--- config.mk ---
export PLATFORM = sky130hd
export DESIGN_NAME = acc_alu
export DESIGN_NICKNAME = d
export VERILOG_FILES = /design/src/rtl/acc_alu_pkg.sv /design/src/rtl/acc_alu_exec.sv /design/src/rtl/acc_alu_stat.sv /design/src/rtl/acc_alu.sv
export SDC_FILE = /design/constraint.sdc
export NUM_CORES = 1
export LEC_CHECK = 0
export ABC_AREA = 1
export CAP_MARGIN = 30
export CORE_MARGIN = 8
export CORE_UTILIZATION = 42
export CTS_BUF_LIST = sky130_fd_sc_hd__clkbuf_8
export CTS_CLUSTER_SIZE = 10
export DETAILED_ROUTE_END_ITERATION = 8
export DONT_BUFFER_PORTS = 1
export HOLD_SLACK_MARGIN = 0.05
export SLEW_MARGIN = 30
export SYNTH_ARGS = -nofsm -noshare
export SYNTH_HDL_FRONTEND = slang
export SYNTH_HIERARCHICAL = 1
export SYNTH_SLANG_ARGS = --single-unit
export TNS_END_PERCENT = 30
--- constraint.sdc ---
create_clock -name clk_i -period 5.7 [get_ports clk_i]
set_input_delay 1.14 -clock clk_i [delete_from_list [all_inputs] [get_ports clk_i]]
set_output_delay 1.14 -clock clk_i [all_outputs]
set_load 0.1 [all_outputs]
--- src/rtl/acc_alu_pkg.sv ---
package acc_alu_pkg;
  typedef enum logic [3:0] {
    OP_ADD = 4'd0,
    OP_SUB = 4'd1,
    OP_AND = 4'd2,
    OP_OR  = 4'd3,
    OP_XOR = 4'd4,
    OP_INC = 4'd5,
    OP_DEC = 4'd6,
    OP_RLC = 4'd7,
    OP_CPL = 4'd8
  } alu_op_e;

  localparam int FLG_W  = 5;
  localparam int FLG_CY = 0;
  localparam int FLG_P  = 1;
  localparam int FLG_AC = 2;
  localparam int FLG_Z  = 3;
  localparam int FLG_S  = 4;
endpackage

--- src/rtl/acc_alu_exec.sv ---
module acc_alu_exec
  import acc_alu_pkg::*;
#(
  parameter int DATA_W  = 8,
  parameter int AUX_BIT = 4
) (
  input  alu_op_e           op_i,
  input  logic [DATA_W-1:0] acc_i,
  input  logic [DATA_W-1:0] opnd_i,
  input  logic              cy_i,
  output logic [DATA_W-1:0] res_o,
  output logic              cy_o,
  output logic              ac_o,
  output logic              legal_o
);
  localparam logic [DATA_W-1:0] ONE = DATA_W'(1);

  logic [DATA_W-1:0] b;
  logic [DATA_W:0]   sum_w, dif_w;
  logic [AUX_BIT:0]  lo_sum, lo_dif;

  always_comb begin
    b      = (op_i == OP_INC || op_i == OP_DEC) ? ONE : opnd_i;
    sum_w  = {1'b0, acc_i} + {1'b0, b};
    dif_w  = {1'b0, acc_i} - {1'b0, b};
    lo_sum = {1'b0, acc_i[AUX_BIT-1:0]} + {1'b0, b[AUX_BIT-1:0]};
    lo_dif = {1'b0, acc_i[AUX_BIT-1:0]} - {1'b0, b[AUX_BIT-1:0]};
    res_o   = acc_i;
    cy_o    = cy_i;
    ac_o    = 1'b0;
    legal_o = 1'b1;
    unique case (op_i)
      OP_ADD: begin res_o = sum_w[DATA_W-1:0]; cy_o = sum_w[DATA_W]; ac_o = lo_sum[AUX_BIT]; end
      OP_SUB: begin res_o = dif_w[DATA_W-1:0]; cy_o = dif_w[DATA_W]; ac_o = lo_dif[AUX_BIT]; end
      OP_AND: begin res_o = acc_i & opnd_i; cy_o = 1'b0; end
      OP_OR:  begin res_o = acc_i | opnd_i; cy_o = 1'b0; end
      OP_XOR: begin res_o = acc_i ^ opnd_i; cy_o = 1'b0; end
      OP_INC: begin res_o = sum_w[DATA_W-1:0]; ac_o = lo_sum[AUX_BIT]; end
      OP_DEC: begin res_o = dif_w[DATA_W-1:0]; ac_o = lo_dif[AUX_BIT]; end
      OP_RLC: begin res_o = {acc_i[DATA_W-2:0], acc_i[DATA_W-1]}; cy_o = acc_i[DATA_W-1]; end
      OP_CPL: begin res_o = ~acc_i; cy_o = 1'b0; end
      default: legal_o = 1'b0;
    endcase
  end
endmodule

--- src/rtl/acc_alu_stat.sv ---
module acc_alu_stat #(
  parameter int DATA_W = 8
) (
  input  logic [DATA_W-1:0] res_i,
  output logic              zero_o,
  output logic              sign_o,
  output logic              par_o
);
  logic [DATA_W:0] par_chain;

  assign par_chain[0] = 1'b1;  // even parity seed
  for (genvar i = 0; i < DATA_W; i++) begin : g_par
    assign par_chain[i+1] = par_chain[i] ^ res_i[i];
  end

  assign par_o  = par_chain[DATA_W];
  assign zero_o = ~|res_i;
  assign sign_o = res_i[DATA_W-1];
endmodule

--- src/rtl/acc_alu.sv ---
module acc_alu
  import acc_alu_pkg::*;
#(
  parameter int DATA_W  = 8,
  parameter int AUX_BIT = 4
) (
  input  logic              clk_i,
  input  logic              rst_ni,
  input  logic              we_i,
  input  logic [3:0]        op_i,
  input  logic [DATA_W-1:0] operand_i,
  output logic [DATA_W-1:0] acc_o,
  output logic [FLG_W-1:0]  flags_o
);
  logic [DATA_W-1:0] acc_q, res;
  logic [FLG_W-1:0]  flg_q, flg_d;
  logic              cy_n, ac_n, legal, z_n, s_n, p_n;

  acc_alu_exec #(.DATA_W(DATA_W), .AUX_BIT(AUX_BIT)) u_exec (
    .op_i    (alu_op_e'(op_i)),
    .acc_i   (acc_q),
    .opnd_i  (operand_i),
    .cy_i    (flg_q[FLG_CY]),
    .res_o   (res),
    .cy_o    (cy_n),
    .ac_o    (ac_n),
    .legal_o (legal)
  );

  acc_alu_stat #(.DATA_W(DATA_W)) u_stat (
    .res_i  (res),
    .zero_o (z_n),
    .sign_o (s_n),
    .par_o  (p_n)
  );

  always_comb begin
    flg_d         = '0;
    flg_d[FLG_S]  = s_n;
    flg_d[FLG_Z]  = z_n;
    flg_d[FLG_AC] = ac_n;
    flg_d[FLG_P]  = p_n;
    flg_d[FLG_CY] = cy_n;
  end

  always_ff @(posedge clk_i or negedge rst_ni) begin
    if (!rst_ni) begin
      acc_q <= '0;
      flg_q <= '0;
    end else if (we_i && legal) begin
      acc_q <= res;
      flg_q <= flg_d;
    end
  end

  assign acc_o   = acc_q;
  assign flags_o = flg_q;
endmodule

Yosys cells after proc, flatten, opt, wreduce, memory -nomap -nowiden --
Cells that the tools add are included.
Word-level totals: logic and storage cells 43, input port bits 15, flip-flop bits (word level) 13
Cells by class: equal/unequal tests 8, mux-type cells 5, add/subtract/negate cells 4, bitwise gates (word level) 12, reduce and logical (&&, ||, !) cells 11
Operators by type and width (number):
- $pmux 8 s7 | 1
- $eq 4x3->1 const B | 4
- $add 8x8->9 | 1
- $reduce_or 9->1 | 1
- $sub 8x8->9 | 1
- $and 8x8->8 | 1
- $eq 4x2->1 const B | 2
- $mux 8 | 1
- $not 8->8 | 1
- $or 8x8->8 | 1
- $reduce_or 8->1 | 1
- $xor 8x8->8 | 1
- $xor 1x1->1 | 7
- $add 4x4->5 | 1
- $sub 4x4->5 | 1
- $eq 4x1->1 const B | 1
- $eq 4x4->1 const B | 1
- $logic_not 4->1 | 1
- $pmux 1 s4 | 1
- $reduce_bool 4->1 | 1
- $reduce_or 2->1 | 2
- $reduce_or 4->1 | 1
- $pmux 1 s2 | 1
- $reduce_and 2->1 | 1
- 5 further kinds | 5

Longest topological paths before layout --
Gate-level depths: netlist (run 1).
depth after elaboration 13, depth in mapped cells 28, gate-level depth less buffers 28

By module --
Netlist (run 1), hierarchy kept.
By module, submodules not included:
- acc_alu_exec | times used 1, cells each 283, sequential area each 0.0 sq um, area an instance 1720.4 sq um
- acc_alu | times used 1, cells each 56, sequential area each 325.3 sq um, area an instance 520.5 sq um
- acc_alu_stat | times used 1, cells each 39, sequential area each 0.0 sq um, area an instance 172.7 sq um

Least setup slack after synthesis (run 1) --
OpenSTA, ideal clock, no wires.
path kind input-to-reg, from in op_i[3], to reg flg_q[1], in the netlist flags_o[1], path buffers 0, setup slack 2060 ps, stages 20, data arrival time 3518 ps, cells stage by stage inv_2 nand2_4 a21oi_4 nor2_1 inv_1 ha_1 inv_1 fa_1 a221oi_1 o211ai_1 inv_1 ha_1 xnor2_1 nand2_1 nand2_1 nand2_1 nand2_1 inv_1 nand3_1 nand2_1
Between the ends: elaborated cells on any way between the ends 27, those cells by class 2 x add/sub; 8 x eq/ne; 3 x mux; 8 x bitwise; 6 x reduce/logical
RTL lines:
- from (decl) | line acc_alu.sv:10 | input logic [3:0] op_i,
- $eq 4x3->1 | line acc_alu_exec.sv:23, acc_alu_exec.sv:32
- $logic_or 1x1->1 | line acc_alu_exec.sv:23 | b = (op_i == OP_INC || op_i == OP_DEC) ? ONE : opnd_i;
- $mux 8 | line acc_alu_exec.sv:23
- $sub 8x8->9 or $add 8x8->9 (tied branches) | line acc_alu_exec.sv:25, acc_alu_exec.sv:24
- $pmux 8 s7 * | line acc_alu_exec.sv:32 | unique case (op_i)
- named net res[1] | line acc_alu.sv:15 | logic [DATA_W-1:0] acc_q, res;
- $xor 1x1->1 * (7 in a row) | line acc_alu_stat.sv:13 | assign par_chain[i+1] = par_chain[i] ^ res_i[i];
- named net p_n | line acc_alu.sv:17 | logic cy_n, ac_n, legal, z_n, s_n, p_n;
- to (signal assigned) | line acc_alu.sv:52 | flg_q <= flg_d;
- to (decl) | line acc_alu.sv:16 | logic [FLG_W-1:0] flg_q, flg_d;
Mark *: on every way through the listed nets, which the timed path passes. The rest lies on a longest branch. A chain may end at the register's enable or synchronous reset.

Worst setup path in the final report (run 1) --
from in op_i[1], to reg flg_q[1], in the netlist flags_o[1]
Between the ends: elaborated cells on any way between the ends 27, those cells by class 2 x add/sub; 8 x eq/ne; 3 x mux; 8 x bitwise; 6 x reduce/logical
RTL lines (line):
- $eq 4x3->1 | acc_alu_exec.sv:23, acc_alu_exec.sv:32
- $logic_or 1x1->1 | acc_alu_exec.sv:23
- $mux 8 | acc_alu_exec.sv:23
- $sub 8x8->9 or $add 8x8->9 (tied branches) | acc_alu_exec.sv:25, acc_alu_exec.sv:24
- $pmux 8 s7 * | acc_alu_exec.sv:32
- named net res[6] | acc_alu.sv:15
- $xor 1x1->1 * (2 in a row) | acc_alu_stat.sv:13
- named net p_n | acc_alu.sv:17
Marked as above.

==> impl_metrics.toml, run 1 <==
[yosys]
synth_edf_count = 0
yosys_warnings = 6
synth_area_leaders = "ha_1 21%, nand2_1 15%, dfrtp_1 13%"
synthFlopType = "dfrtp_1"
ys_seq_elements = 13
synth-seq-area-share_pct = 13.5
yosysMostFrequentCell = "nand2_1"
synth.avg_cell_area_um2 = 6.39
syn-cell-area_um2 = 2410
syn_inst = 378
yosysUniqueCellTypes = 39
netlist_top_cells_count = "96 x nand2_1, 63 x inv_1, 40 x ha_1"
syn_nets = 434
synth_top_cell_by_area = "ha_1"
async_flop_share_pct = 100
netlist.area_leader.share_pct = 20.7

[min_path]
hp-class = "in -> async"

[critical_path]
crit_path_end_kind = "flip-flop"
cp-startpoint = "op_i[1]"
start_kind = "primary input"
arrival_ns = 4.05
critPathRequiredTime_ns = 5.89
criticalPathCategory = "in -> reg"
worstPathMaxFanout = 8
reg2reg_from = "acc_o[0]"

[timing]
rsz0062_at_grt = "false"
final_max_slew_viol_count = 0
period_share_pct = 67.9
period_needed_ns = 3.87
setup_viol = 0
relSlewSlack_pct = 34.8
fin_setup_tns_ns = 0
fmax_mhz = 259
hold_viol = 0
skew_ns = 0.00697
worst_pin_slew_ns = 0.978

[job]
cap_viol_max_count = 0

[power_and_ir_drop]
combPwrFrac_pct = 64.2
powerDensity_nw_per_um2 = 302
p_leak_nw = 1.41
clock_power_share_pct = 10.4
swShare_pct = 60.2
pwr-share-seq_pct = 25.4
vdd_drop_max_mv = 0.185
internal_power_uw = 308
p_switching_uw = 466

[die]
initial_core_util_pct = 43.6
row_count = 27
die_x_um = 91.8
core-area_um2 = 5540
dieArea_um2 = 8430
io_pins = 28
die-height_um = 91.8

[global_routing]
grt.total_usage_pct = 15.7
grt_pass1_vias = 2389
grt_max_degree = 21
antenna_found_initial = 0
globalRoute.totalOverflow = 0
grt_pass1_wl_um = 11100

[clocking]
ctsLongestPathBuffers = 2
clk_pin_slew_worst_paths_ns = 0.06
cts_setup_buffers = 0
cts_made_buffers = 3
hold_buffers = 0
cts_root_buf = "clkbuf_8"
cts_tree = "built"
cts.sinks = 13
clk_latency_ns = 0.25
h-tree-depth = 1
post_cts_resized = 0

[final_layout]
stdcell_count = 456
fin_util_pct = 46.3
num_antenna_cells = 0
nNetsFinal = 441
area_growth_pct = 6.22
drive_gt1_share_pct = 11.2

[place]
place_congestion = 0.938
port_buffers = 0
hpwl_um = 5360
dp_cells = 452

[drt]
drc = 0
postRouteWirelength_um = 6520
vias = 2413
wl_per_cell_um = 14.3
drtIter0Drc = 208
dr.pass1.iters = 4
final_antenna_net_count = 0
viasPerCell = 5.29

[status]
status = "completed"
[worst max-delay path, cell delays in order]
cell and delay, ns:
inv_1 0.02, nand2_1 0.16, a21oi_4 0.14, nor2_1 0.19, inv_1 0.11, ha_1 0.19, inv_1 0.06, fa_1 0.21
nand2_1 0.08, o21ai_0 0.26, nand2_1 0.15, o21ai_2 0.19, inv_1 0.06, nand2_1 0.05, nand3_1 0.07, nand2_1 0.06
inv_1 0.04, a22oi_2 0.23, inv_1 0.07, nand2_1 0.09, nand2_1 0.07, nand2_1 0.07, nand2_1 0.05, nand2_1 0.06
nand2_1 0.04, inv_1 0.04, nand3_1 0.07, nand2_1 0.08
[layout by cell type (no fill, tap or decap), types with 4 or more instances in the layout]
master     n
inv_1     64
nand4_1    4
buf_4      7
ha_1      40
nor4_1     5
dfrtp_1   12
nand2_1   96
nor2_2    10
nor3_1     6
nand2_2    6
o21ai_0   12
inv_2      5
nand3_1   32
a21oi_1   16
a211oi_1   4
nor2_1    26
[cell families (layout without fill, tap and decap cells)]
family                   Yosys count  in the layout  synth area share, %
AO/OA/AOI/OAI                     52             52                 14.1
AND/OR/NAND/NOR                  194            194                 37.0
XOR/XNOR                           4              4                 1.45
flip-flops                        13             13                 13.5
buffers and inverters             74             80                 12.4
adder cells (fa/ha/maj)           41             41                 21.6
[final cells by class]
| cell class | instances | area, um2 |
|---|---|---|
| fillers | 618 | 2980 |
| multi-input cells | 291 | 1790 |
| flip-flops and latches | 13 | 327 |
| inverters | 69 | 262 |
| well taps | 72 | 90.1 |
| repair buffers | 7 | 52.6 |
| clock buffers | 3 | 41.3 |
| clock inverters | 1 | 3.75 |
[power groups by stage]
stage          combinational [mW]  clock [mW]  sequential [mW]
2_1_floorplan               0.297           0            0.297
3_3_place_gp                0.493           0            0.199
3_5_place_dp                0.495           0            0.199
4_1_cts                     0.498      0.0841            0.198
5_1_grt                     0.557      0.0889            0.200
6_report                    0.497      0.0807            0.197
[flip-flops by register name, indices dropped and copies added, names as in the netlist]
name,count
acc_o,8
flags_o,5
[per-layer routing]
metal	up-vias	share of wire, %	track usage, %
li1	1245	-	-
met2	69	43	25.9
met5	-	0	0
met3	18	6.2	3.59
met1	1081	48	19.4
met4	0	2.9	5.91
[per-stage QoR]
stage / setup slack [ns] / hold WS, ns / total power, mW / instance area [um2]
after floorplan: 2.06 / 0.844 / 0.594 / 2410
after global placement: 1.63 / 0.783 / 0.692 / 2520
after detailed placement: 1.60 / 0.786 / 0.694 / 2520
after CTS: 1.85 / 0.577 / 0.780 / 2560
after global routing: 1.44 / 0.567 / 0.846 / 2560
final: 1.83 / 0.585 / 0.774 / 2560
[final timing paths]
check	to	slack, ns	cells after the start
setup / recovery	flags_o[1]	1.83	28
hold / removal	flags_o[1]	0.58	0
max in group asynchronous	acc_o[7]	5.03	0
hold reg to reg	acc_o[4]	0.79	3
min in group clk_i	acc_o[4]	0.79	3
setup reg to reg	flags_o[1]	2.48	25
Note: power is estimated with default switching activity, not from simulation.
==> inputs of run 2 (changes only) <==
==> constraint.sdc (replaced) <==
create_clock -name clk_i -period 3.5 [get_ports clk_i]
set_input_delay 0.7 -clock clk_i [delete_from_list [all_inputs] [get_ports clk_i]]
set_output_delay 0.7 -clock clk_i [all_outputs]
set_load 0.1 [all_outputs]
==> impl_metrics.toml, run 2 (synthesis results as in run 1) <==
[status]
status = "completed"

[power_and_ir_drop]
internal_power_uw = 529
swShare_pct = 59.4
p_switching_uw = 775
p_leak_nw = 1.48
pwr-share-seq_pct = 25.1
combPwrFrac_pct = 64.8
vdd_drop_max_mv = 0.430
clock_power_share_pct = 10.1
powerDensity_nw_per_um2 = 486

[critical_path]
start_kind = "primary input"
criticalPathCategory = "in -> reg"
worstPathMaxFanout = 6
cp-startpoint = "op_i[1]"
arrival_ns = 3.35
reg2reg_from = "acc_o[0]"
critPathRequiredTime_ns = 3.63
crit_path_end_kind = "flip-flop"

[global_routing]
grt_pass1_vias = 2411
antenna_found_initial = 0
grt_max_degree = 16
globalRoute.totalOverflow = 0
grt.total_usage_pct = 16.7
grt_pass1_wl_um = 11600

[timing]
final_max_slew_viol_count = 0
setup_viol = 0
relSlewSlack_pct = 34.6
hold_viol = 0
worst_pin_slew_ns = 0.980
skew_ns = 0.00306
rsz0062_at_grt = "false"
period_share_pct = 92.0
period_needed_ns = 3.22
fin_setup_tns_ns = 0
fmax_mhz = 311

[clocking]
hold_buffers = 0
cts.sinks = 13
clk_pin_slew_worst_paths_ns = 0.06
h-tree-depth = 1
ctsLongestPathBuffers = 2
cts_tree = "built"
cts_made_buffers = 3
clk_latency_ns = 0.24
cts_root_buf = "clkbuf_8"

[die]
io_pins = 28
die-height_um = 91.8
dieArea_um2 = 8430
core-area_um2 = 5540
initial_core_util_pct = 43.6
row_count = 27
die_x_um = 91.8

[drt]
drtIter0Drc = 172
vias = 2512
final_antenna_net_count = 0
wl_per_cell_um = 14.7
dr.pass1.iters = 4
postRouteWirelength_um = 6920
drc = 0
viasPerCell = 5.34

[final_layout]
nNetsFinal = 455
area_growth_pct = 11.1
mostFrequentLayoutCells = "96 x nand2_1, 64 x inv_1, 40 x ha_1"
layout_commonest_cell = "nand2_1"
fin_util_pct = 48.4
fillers = 615
num_antenna_cells = 0
largest_register_ffs = 8
stdcell_count = 470
drive_gt1_share_pct = 15.1

[place]
hpwl_um = 5700
place_congestion = 0.906
port_buffers = 0
dp_cells = 465

[min_path]
hp-class = "in -> async"

[job]
cap_viol_max_count = 0
## run 2: critical path: stages
cell and delay (ns):
inv_1 0.02, nand2_1 0.10, a21oi_4 0.11, nor2_2 0.14, inv_1 0.08, ha_1 0.37
inv_1 0.10, a21oi_1 0.20, nor3_1 0.08, a211oi_1 0.31, nand2_2 0.11, nand2_1 0.07
nand3_1 0.10, a22oi_2 0.26, nand2_1 0.11, nand2_1 0.11, nand2_1 0.06, nand2_1 0.06
nand2_1 0.04, nand2_1 0.06, inv_1 0.03, nand3_1 0.06, nand2_1 0.05
## run 2: power groups by stage
stage / sequential [mW] / combinational, mW / clock, mW
4_1_cts: 0.329 / 0.834 / 0.136
5_1_grt: 0.332 / 0.944 / 0.144
3_5_place_dp: 0.331 / 0.830 / 0
2_1_floorplan: 0.484 / 0.484 / 0
6_report: 0.328 / 0.845 / 0.132
3_3_place_gp: 0.331 / 0.820 / 0
## run 2: metrics by stage
stage               power [mW]  worst slack (ns)  hold slack [ns]  area (um2)
finish                    1.30             0.281            0.147        2680
global route              1.42           0.00636            0.132        2680
CTS                       1.30             0.230            0.142        2660
detailed placement        1.16          -0.00646            0.405        2620
global placement          1.15            0.0682            0.405        2620
floorplan                0.968             0.274            0.404        2410
## run 2: per-layer routing
layer	vias to the layer above	wire length [um]	GRT usage, %
met5	-	0	0
met4	0	76	3.89
met3	6	488	2.44
met2	92	3130	27.6
met1	1142	3230	22.2
li1	1272	-	-
## run 2: final cells by class
type	instances	area, um2	area share (%)
clock buffer	3	41.3	1.54
timing repair buffer	21	158	5.88
inverter	69	262	9.75
tap	72	90.1	3.36
clock inverter	1	3.75	0.140
sequential	13	325	12.1
multi-input combinational	291	1800	67.2
## run 2: worst paths after layout
path	endpoint	slack [ns]	cells after the start
worst max-delay path	flags_o[1]	0.28	23
worst min-delay path	acc_o[4]	0.15	0
worst max register to register	flags_o[1]	0.66	23
worst min register to register	acc_o[7]	0.57	2
max in group asynchronous	flags_o[1]	3.28	0
min in group clk_i	acc_o[7]	0.57	2
## run 2: repair_timing
item,CTS,global route
setup endpoints to repair,0,1
gates resized for setup,0,5
buffers inserted,0,1
==> inputs of run 3 (changes only) <==
--- a/config.mk
+++ b/config.mk
@@ -8,7 +8,7 @@
 export ABC_AREA = 1
 export CAP_MARGIN = 30
 export CORE_MARGIN = 8
-export CORE_UTILIZATION = 42
+export CORE_UTILIZATION = 35
 export CTS_BUF_LIST = sky130_fd_sc_hd__clkbuf_8
 export CTS_CLUSTER_SIZE = 10
 export DETAILED_ROUTE_END_ITERATION = 8
==> impl_metrics.toml, run 3 (synthesis results as in run 1) <==
[power_and_ir_drop]
vdd_drop_max_mv = 0.383
powerDensity_nw_per_um2 = 488
p_total_mw = 1.32
p_leak_nw = 1.50

[critical_path]
criticalPathCategory = "in -> reg"
start_kind = "primary input"
critPathRequiredTime_ns = 3.62
crit_path_end_kind = "flip-flop"
worstPathMaxFanout = 5
arrival_ns = 3.34

[final_layout]
nNetsFinal = 458
stdcell_count = 481
area_growth_pct = 12.4
fin_util_pct = 40.4
stdcell_area_um2 = 2710
fillers = 719
layout_commonest_cell = "nand2_1"
mostFrequentLayoutCells = "96 x nand2_1, 64 x inv_1, 40 x ha_1"
drive_gt1_share_pct = 15.5
num_antenna_cells = 0
largest_register_ffs = 8

[clocking]
ctsLongestPathBuffers = 2
cts_root_buf = "clkbuf_8"
h-tree-depth = 1
cts.sinks = 13
cts_made_buffers = 3
cts_setup_buffers = 0
clk_latency_ns = 0.24
post_cts_resized = 0
cts_tree = "built"
clk_pin_slew_worst_paths_ns = 0.05
hold_buffers = 0

[drt]
wl_per_cell_um = 14.5
dr.pass1.iters = 5
drtIter0Drc = 139
postRouteWirelength_um = 6980
drc = 0
final_antenna_net_count = 0
viasPerCell = 5.19
vias = 2495

[timing]
relSlewSlack_pct = 36.2
skew_ns = 0.000467
final_max_slew_viol_count = 0
setup_viol = 0
timing.final.ws_setup_ns = 0.288
whs_ns = 0.151
hold_viol = 0
worst_pin_slew_ns = 0.957
period_share_pct = 91.8
period_needed_ns = 3.21
fin_setup_tns_ns = 0
fmax_mhz = 311

[global_routing]
globalRoute.totalOverflow = 0
grt.total_usage_pct = 14.3
grt_pass1_wl_um = 11800
grt_pass1_vias = 2454
antenna_found_initial = 0
grt_max_degree = 15

[die]
io_pins = 28
row_count = 30
die_x_um = 99.0
dieArea_um2 = 9810
initial_core_util_pct = 35.9
core-area_um2 = 6720
die-height_um = 99.0

[place]
place_area_um2 = 2660
hpwl_um = 5770
place_congestion = 0.931
dp_cells = 477
port_buffers = 0
place_ws_ns = -0.00190

[job]
cap_viol_max_count = 0

[status]
status = "completed"

[min_path]
hp-class = "in -> async"
[run 3: final cells by class]
cell class,instances,area [um2],area share (%)
clock inverters,1,3.75,0.138
clock buffers,3,41.3,1.52
inverters,69,262,9.64
multi-input cells,291,1800,66.4
flip-flops and latches,13,325,12.0
well taps,80,100,3.69
repair buffers,24,180,6.64
[run 3: final timing paths]
path | from | end | slack (ns) | cells past startpoint
max in group asynchronous | rst_ni | flags_o[2] | 3.28 | 0
worst max-delay path | op_i[1] | flags_o[1] | 0.29 | 26
worst min-delay path | rst_ni | acc_o[5] | 0.15 | 0
worst max register to register | acc_o[0] | flags_o[1] | 0.73 | 22
min in group clk_i | acc_o[7] | acc_o[7] | 0.48 | 2
worst min register to register | acc_o[7] | acc_o[7] | 0.48 | 2
[run 3: power breakdown]
group / switching [mW] / total, mW / leakage, nW / internal [mW]
sequential: 0.148 / 0.330 / 0.167 / 0.182
clock: 0.0519 / 0.129 / 0.0269 / 0.0774
combinational: 0.582 / 0.865 / 1.30 / 0.283
[run 3: critical path, stage by stage]
cell and delay, ns:
inv_1 0.03, nand2_1 0.08, a21oi_4 0.24, nor2_1 0.08, inv_1 0.08, ha_1 0.14, inv_1 0.05, fa_1 0.38
nand2_1 0.09, o21ai_1 0.08, nand2_1 0.12, o21ai_2 0.08, nand2_1 0.06, nand3_1 0.10, nand2_1 0.08, inv_1 0.04
a22oi_2 0.23, nand2_1 0.13, nand2_1 0.13, nand2_1 0.06, nand2_1 0.06, nand2_1 0.05, nand2_1 0.06, inv_1 0.03
nand3_1 0.06, nand2_1 0.06
[run 3: routing by layer]
metal	share of wire [%]	GRT usage, %	routed length (um)	vias to the layer above
li1	-	-	-	1273
met3	5.8	1.97	408	6
met5	0	0	0	-
met4	0.76	2.48	53	0
met2	47	25.5	3300	69
met1	46	17.8	3230	1147
